$ cat config.mk
export PLATFORM = sky130hd
export DESIGN_NAME = evt_ctr_bank
export DESIGN_NICKNAME = d
export VERILOG_FILES = /design/src/rtl/evt_ctr_pkg.sv /design/src/rtl/lvl_filter.sv /design/src/rtl/ctr_slice.sv /design/src/rtl/irq_collect.sv /design/src/rtl/evt_ctr_bank.sv
export SDC_FILE = /design/constraint.sdc
export NUM_CORES = 1
export LEC_CHECK = 0
export BUFFER_PORTS_ARGS = -buffer_cell sky130_fd_sc_hd__buf_2
export CAP_MARGIN = 40
export CORE_ASPECT_RATIO = 0.7
export CORE_UTILIZATION = 30
export DETAILED_ROUTE_END_ITERATION = 8
export GPL_TIMING_DRIVEN = 0
export PLACE_DENSITY_LB_ADDON = 0.25
export SETUP_SLACK_MARGIN = 0.4
export SLEW_MARGIN = 10
export SYNTH_ARGS = -nofsm -noshare
export SYNTH_HDL_FRONTEND = slang
export SYNTH_SLANG_ARGS = --single-unit
$ cat constraint.sdc
create_clock -name clk -period 2.85 [get_ports clk]
set_input_delay 0.7125 -clock clk [delete_from_list [all_inputs] [get_ports clk]]
set_output_delay 0.7125 -clock clk [all_outputs]
set_load 0.1 [all_outputs]
$ cat src/rtl/evt_ctr_pkg.sv
package evt_ctr_pkg;
  localparam int unsigned FIRST_PROG = 3;
  localparam int unsigned INH_W      = 5;

  typedef enum logic [1:0] {
    LVL_USER  = 2'd0,
    LVL_SUPER = 2'd1,
    LVL_MACH  = 2'd3
  } lvl_e;

  typedef enum logic [1:0] {
    WK_LO  = 2'd0,
    WK_HI  = 2'd1,
    WK_CFG = 2'd2
  } wr_kind_e;

  localparam int unsigned INH_M  = 0;
  localparam int unsigned INH_S  = 1;
  localparam int unsigned INH_U  = 2;
  localparam int unsigned INH_VS = 3;
  localparam int unsigned INH_VU = 4;
  localparam int unsigned CFG_STICKY = 5;
endpackage

$ cat src/rtl/lvl_filter.sv
module lvl_filter
  import evt_ctr_pkg::*;
(
  input  logic [1:0]       lvl,
  input  logic             virt_on,
  input  logic [INH_W-1:0] inh,
  output logic             blocked
);
  always_comb begin
    blocked = 1'b0;
    unique case (lvl)
      LVL_MACH:  blocked = inh[INH_M];
      LVL_SUPER: blocked = virt_on ? inh[INH_VS] : inh[INH_S];
      LVL_USER:  blocked = virt_on ? inh[INH_VU] : inh[INH_U];
      default:   blocked = 1'b0;
    endcase
  end
endmodule

$ cat src/rtl/ctr_slice.sv
module ctr_slice
  import evt_ctr_pkg::*;
#(
  parameter int unsigned CW = 64
) (
  input  logic             clk,
  input  logic             rst_n,
  input  logic             split_mode,
  input  logic             inc_ok,
  input  logic             wr_hit,
  input  logic [1:0]       wr_kind,
  input  logic [CW/2-1:0]  wr_data,
  output logic [CW-1:0]    val,
  output logic [INH_W-1:0] inh,
  output logic             sticky,
  output logic             new_ovf
);
  localparam int unsigned HW = CW / 2;

  logic [CW-1:0]    val_q, val_d;
  logic [INH_W-1:0] inh_q, inh_d;
  logic             stk_q, stk_d;
  logic             wrap;
  logic             lo_full, hi_full;

  assign lo_full = &val_q[HW-1:0];
  assign hi_full = &val_q[CW-1:HW];

  always_comb begin
    val_d = val_q;
    inh_d = inh_q;
    stk_d = stk_q;
    wrap  = 1'b0;
    if (wr_hit) begin
      unique case (wr_kind_e'(wr_kind))
        WK_LO:  val_d[HW-1:0]  = wr_data;
        WK_HI:  val_d[CW-1:HW] = wr_data;
        WK_CFG: begin
          inh_d = wr_data[INH_W-1:0];
          stk_d = wr_data[CFG_STICKY];
        end
        default: ;
      endcase
    end else if (inc_ok) begin
      if (!split_mode) begin
        if (lo_full && hi_full) begin
          val_d = '0;
          wrap  = 1'b1;
        end else begin
          val_d = val_q + CW'(1);
        end
      end else begin
        if (!lo_full) begin
          val_d[HW-1:0] = val_q[HW-1:0] + HW'(1);
        end else if (!hi_full) begin
          val_d[CW-1:HW] = val_q[CW-1:HW] + HW'(1);
        end else begin
          val_d = '0;
          wrap  = 1'b1;
        end
      end
    end
    if (wrap) stk_d = 1'b1;
  end

  always_ff @(posedge clk or negedge rst_n) begin
    if (!rst_n) begin
      val_q <= '0;
      inh_q <= '0;
      stk_q <= 1'b0;
    end else begin
      val_q <= val_d;
      inh_q <= inh_d;
      stk_q <= stk_d;
    end
  end

  assign val     = val_q;
  assign inh     = inh_q;
  assign sticky  = stk_q;
  assign new_ovf = wrap & ~stk_q;

  assert_idle_hold_R3: assert property (@(posedge clk) disable iff (!rst_n)
    (!inc_ok && !wr_hit) |=> $stable(val_q));

  assert_wrap_sticky_R6: assert property (@(posedge clk) disable iff (!rst_n)
    (inc_ok && !wr_hit && !split_mode && (&val_q)) |=> (stk_q && val_q == '0));

  assert_split_lo_hold_R7: assert property (@(posedge clk) disable iff (!rst_n)
    (inc_ok && !wr_hit && split_mode && lo_full && !hi_full) |=> (&val_q[HW-1:0]));

  assert_write_wins_R9: assert property (@(posedge clk) disable iff (!rst_n)
    (wr_hit && wr_kind == WK_LO) |=> (val_q[HW-1:0] == $past(wr_data)));
endmodule

$ cat src/rtl/irq_collect.sv
module irq_collect #(
  parameter int unsigned NCTR = 8
) (
  input  logic            clk,
  input  logic            rst_n,
  input  logic [NCTR-1:0] new_ovf,
  input  logic            irq_ack,
  output logic            irq_pend
);
  logic pend_q, pend_d;

  always_comb begin
    pend_d = pend_q;
    if (irq_ack)  pend_d = 1'b0;
    if (|new_ovf) pend_d = 1'b1;
  end

  always_ff @(posedge clk or negedge rst_n) begin
    if (!rst_n) pend_q <= 1'b0;
    else        pend_q <= pend_d;
  end

  assign irq_pend = pend_q;

  assert_irq_raise_R8: assert property (@(posedge clk) disable iff (!rst_n)
    (|new_ovf) |=> pend_q);

  assert_irq_hold_R8: assert property (@(posedge clk) disable iff (!rst_n)
    (pend_q && !irq_ack) |=> pend_q);
endmodule

$ cat src/rtl/evt_ctr_bank.sv
module evt_ctr_bank
  import evt_ctr_pkg::*;
#(
  parameter int unsigned NCTR = 8,
  parameter int unsigned CW   = 64,
  localparam int unsigned IDXW = $clog2(NCTR),
  localparam int unsigned HW   = CW / 2
) (
  input  logic               clk,
  input  logic               rst_n,
  input  logic [1:0]         priv_lvl,
  input  logic               virt_on,
  input  logic               split_mode,
  input  logic [NCTR-1:0]    avail_mask,
  input  logic [NCTR-1:0]    glob_inh,
  input  logic [NCTR-1:0]    inc_pulse,
  input  logic               wr_en,
  input  logic [IDXW-1:0]    wr_idx,
  input  logic [1:0]         wr_kind,
  input  logic [HW-1:0]      wr_data,
  input  logic               irq_ack,
  output logic [NCTR*CW-1:0] cnt_value,
  output logic [NCTR-1:0]    ovf_flag,
  output logic               irq_pend
);
  logic [NCTR-1:0] new_ovf;
  logic [NCTR-1:0] blocked;
  logic [NCTR-1:0] inc_ok;
  logic [NCTR-1:0] wr_hit;

  for (genvar i = 0; i < NCTR; i++) begin : g_ctr
    localparam bit ELIG = (i >= FIRST_PROG);
    logic [INH_W-1:0] inh_i;
    logic [CW-1:0]    val_i;

    lvl_filter u_filt (
      .lvl     (priv_lvl),
      .virt_on (virt_on),
      .inh     (inh_i),
      .blocked (blocked[i])
    );

    assign wr_hit[i] = wr_en && (wr_idx == IDXW'(i));
    assign inc_ok[i] = ELIG && inc_pulse[i] && avail_mask[i] &&
                       !glob_inh[i] && !blocked[i];

    ctr_slice #(.CW(CW)) u_slice (
      .clk        (clk),
      .rst_n      (rst_n),
      .split_mode (split_mode),
      .inc_ok     (inc_ok[i]),
      .wr_hit     (wr_hit[i]),
      .wr_kind    (wr_kind),
      .wr_data    (wr_data),
      .val        (val_i),
      .inh        (inh_i),
      .sticky     (ovf_flag[i]),
      .new_ovf    (new_ovf[i])
    );

    assign cnt_value[i*CW +: CW] = val_i;

    if (!ELIG) begin : g_fixed
      assert_fixed_inert_R3: assert property (@(posedge clk) disable iff (!rst_n)
        (!wr_hit[i]) |=> $stable(val_i));
    end
  end

  irq_collect #(.NCTR(NCTR)) u_irq (
    .clk      (clk),
    .rst_n    (rst_n),
    .new_ovf  (new_ovf),
    .irq_ack  (irq_ack),
    .irq_pend (irq_pend)
  );

  assert_onehot_write_R9: assert property (@(posedge clk) disable iff (!rst_n)
    $onehot0(wr_hit));
endmodule

==> results.sh <==
export IMPL_hold_path_cell_count=4
export IMPL_slew_headroom_pct=38.0
export IMPL_grtUsageTotal_pct=33.2
export IMPL_grt_start_max_net_pins=103
export IMPL_die_w_um=389
export IMPL_avgViaCountPerCell=6.23
export IMPL_worst_endpoint_required_ps=3410
export IMPL_crit_path_start_kind="flop"
export IMPL_post_route_met1_wirelength_mm=76.9
export IMPL_critical_path_max_fanout=5
export IMPL_synth_seq_cells=546
export IMPL_min_delay_start="glob_inh[4]"
export IMPL_synthArstFlopShare_pct=100
export IMPL_met2RoutedLength_mm=74.6
export IMPL_hold_violations=0
export IMPL_synth_cell_types=89
export IMPL_run_status="finished clean"
export IMPL_area_growth_pct=47.8
export IMPL_hp_class="in -> reg"
export IMPL_grt_overflow_total=0
export IMPL_max_freq_mhz=379
export IMPL_place_area_um2=38300
export IMPL_cts_sinks=546
export IMPL_critical_r2r_launch="g_ctr[7].u_slice.val[32]$_DFFE_PN0P_"
export IMPL_coreArea_um2=103000
export IMPL_timing_critical_path_arrival_ps=3200
export IMPL_pwr_density_cell_nw_per_um2=854
export IMPL_final_max_slew_viol_count=0
export IMPL_setup_viol=0
export IMPL_synth_edff_count=0
export IMPL_instances_no_fill=5908
export IMPL_worstReg2RegEnd="g_ctr[7].u_slice.val[0]$_DFFE_PN0P_"
export IMPL_worst_setup_hold_path_clk_slew_ps=60
export IMPL_clk_latency_ps=690
export IMPL_tritoncts="done"
export IMPL_timing_final_crit_period_ps=2640
export IMPL_leakagePower_nw=19.2
export IMPL_synthesis_instances=3485
export IMPL_h_tree_depth=3
export IMPL_synth_sequential_area_ratio_pct=43.5
export IMPL_gp_routability_congestion=0.983
export IMPL_timing_reg2reg_worst_path_depth=11
export IMPL_place_detailed_instances=5437
export IMPL_top_level_ports=590
export IMPL_ctsRootBufferMaster="sky130_fd_sc_hd__clkbuf_16"
export IMPL_r2r_setup_slack_ps=210
export IMPL_grt_pass1_vias=32700
export IMPL_post_route_cell_area_um2=46400
export IMPL_finalCoreUtilization_pct=45.1
export IMPL_drt_first_pass_iters=7
export IMPL_worstSetupPathType="reg -> reg"
export IMPL_core_rowCount=98
export IMPL_vias=36800
export IMPL_floorplan_initialDensity_pct=30.5
export IMPL_dieArea_um2=106000
export IMPL_hold_path_endpoint="g_ctr[4].u_slice.sticky$_DFFE_PN0P_"
export IMPL_die_h_um=273
export IMPL_wl_mm=186
export IMPL_top_layer="met5"
export IMPL_quantity_of_i_o_buffers_inserted_on_ports=570
export IMPL_synthesis_yosys_warnings=0
export IMPL_grt_first_pass_wirelength_mm=254
export IMPL_clock_path_buffers=3
export IMPL_routed_length_per_placed_instance_um=31.5
export IMPL_post_dp_hpwl_mm=130
export IMPL_detail_route_iter0_violations=4517
export IMPL_design_final_nets=4572
export IMPL_met3_wirelength_mm=25.8
export IMPL_netlist_area_um2=31400
export IMPL_worst_setup_path_end_kind="flop"
export IMPL_cts_buffers_inserted=66
export IMPL_fin_worst_skew_ps=34.2
export IMPL_maxCapViolations=0
export IMPL_synth_main_ff_cell="sky130_fd_sc_hd__dfrtp_1"
export IMPL_commonest_non_fill_non_tap_cells_in_the_layout="sky130_fd_sc_hd__buf_2 (584), sky130_fd_sc_hd__nand2_1 (326), sky130_fd_sc_hd__buf_4 (278)"
export IMPL_tightestPinTransition_ps=929
export IMPL_grt_setup_unrepaired="yes"
export IMPL_power_total_mw=39.6
export IMPL_peak_vdd_ir_v=0.000610
export IMPL_antenna_found_initial=16
export IMPL_antenna_left=0
export IMPL_synth_net_count=3564
export IMPL_layout_cells_most_common="sky130_fd_sc_hd__buf_2"
export IMPL_post_route_period_util_pct=92.7
export IMPL_post_synth_cell_area_avg_um2=9.01
export IMPL_worst_hold_slack_ps=466
export IMPL_drc=0
export IMPL_layout_drive_gt1_share_pct=47.9
## flip-flops by register name (all words and copies together), names as in the netlist
register,cells
g_ctr.u_slice.val,512
g_ctr.u_slice.sticky,8
g_ctr.u_slice.inh,25
u_irq.irq_pend,1
## power breakdown
| part | internal (mW) | switching [mW] | total, mW |
|---|---|---|---|
| Combinational | 3.49 | 15.3 | 18.8 |
| Sequential | 9.75 | 2.23 | 12.0 |
| Clock | 4.95 | 3.90 | 8.85 |
## synth_stat cells, types with 26 or more instances
library cell	number	area, µm²
sky130_fd_sc_hd__nand4_1	95	594
sky130_fd_sc_hd__nand2_1	352	1320
sky130_fd_sc_hd__nor2_1	247	927
sky130_fd_sc_hd__o21ai_0	337	1690
sky130_fd_sc_hd__and4_1	43	377
sky130_fd_sc_hd__o31ai_1	43	323
sky130_fd_sc_hd__clkbuf_1	184	691
sky130_fd_sc_hd__o22ai_1	37	231
sky130_fd_sc_hd__and3_1	74	463
sky130_fd_sc_hd__inv_1	49	184
sky130_fd_sc_hd__mux2_2	222	2500
sky130_fd_sc_hd__a21oi_1	220	1100
sky130_fd_sc_hd__dfrtp_1	546	13700
sky130_fd_sc_hd__and2_1	29	181
sky130_fd_sc_hd__nand3_1	187	936
sky130_fd_sc_hd__nor4_1	52	325
sky130_fd_sc_hd__a22o_1	58	508
sky130_fd_sc_hd__o31a_1	34	298
sky130_fd_sc_hd__nor3_1	96	480
sky130_fd_sc_hd__buf_1	26	97.6
sky130_fd_sc_hd__a31oi_1	81	507
## critical path, stage by stage, from the launching register on
cell and delay [ps]:
sky130_fd_sc_hd__dfrtp_4 430, sky130_fd_sc_hd__ha_4 150, sky130_fd_sc_hd__nand3_4 60, sky130_fd_sc_hd__or4_4 580
sky130_fd_sc_hd__o41ai_4 310, sky130_fd_sc_hd__buf_4 210, sky130_fd_sc_hd__nor2_4 40, sky130_fd_sc_hd__o21ai_4 260
sky130_fd_sc_hd__buf_6 160, sky130_fd_sc_hd__buf_16 120, sky130_fd_sc_hd__o211ai_1 80, sky130_fd_sc_hd__o21a_1 110
## metal layers
metal	GRT usage, %	vias up
li1	-	15300
met1	45.7	18300
met2	44.7	2638
met3	14.1	459
met4	14.4	8
met5	0	-
## worst max path at each step
| stage | from | to |
|---|---|---|
| final | g_ctr[7].u_slice.val[32]$_DFFE_PN0P_ | g_ctr[7].u_slice.val[0]$_DFFE_PN0P_ |
| after global routing | g_ctr[7].u_slice.val[32]$_DFFE_PN0P_ | g_ctr[7].u_slice.val[31]$_DFFE_PN0P_ |
| after CTS | g_ctr[4].u_slice.val[41]$_DFFE_PN0P_ | g_ctr[4].u_slice.val[23]$_DFFE_PN0P_ |
| after detailed placement | split_mode | g_ctr[6].u_slice.val[61]$_DFFE_PN0P_ |
| after global placement | rst_n | g_ctr[3].u_slice.val[19]$_DFFE_PN0P_ |
| after floorplan | g_ctr[5].u_slice.val[37]$_DFFE_PN0P_ | g_ctr[5].u_slice.val[63]$_DFFE_PN0P_ |
## area by class of cell
cell class | count | area, µm²
Timing Repair Buffer | 937 | 6550
Inverter | 49 | 188
Multi-Input combinational cell | 2650 | 19300
Fill cell | 9874 | 56500
Buffer | 243 | 1980
Clock inverter | 30 | 299
Clock buffer | 91 | 1880
Antenna cell | 12 | 30.0
Tap cell | 1350 | 1690
Sequential cell | 546 | 14500
## metrics by stage
step	setup TNS [ps]	setup WS, ps
finish	0	209
global route	0	162
CTS	0	141
detailed placement	-320350	-1480
global placement	-7208240	-13560
floorplan	0	130
## timing repair
item,in CTS,in global routing
cloned,12,12
gates resized for setup,376,436
endpoints found under the hold margin,2,0
hold buffers,4,0
setup buffers,174,135
pin swaps,85,148
setup endpoints to repair,524,574
## cell families after synthesis
logic type / count (synthesis) / share of synthesized area (%)
compound gates: 1102 / 22.7
flops: 546 / 43.5
fa+ha+maj: 10 / 0.399
mux: 230 / 8.42
xor+xnor: 10 / 0.279
buf+inv: 292 / 3.71
simple gates: 1295 / 21.0
No activity file was read; power rests on OpenSTA's default activity.
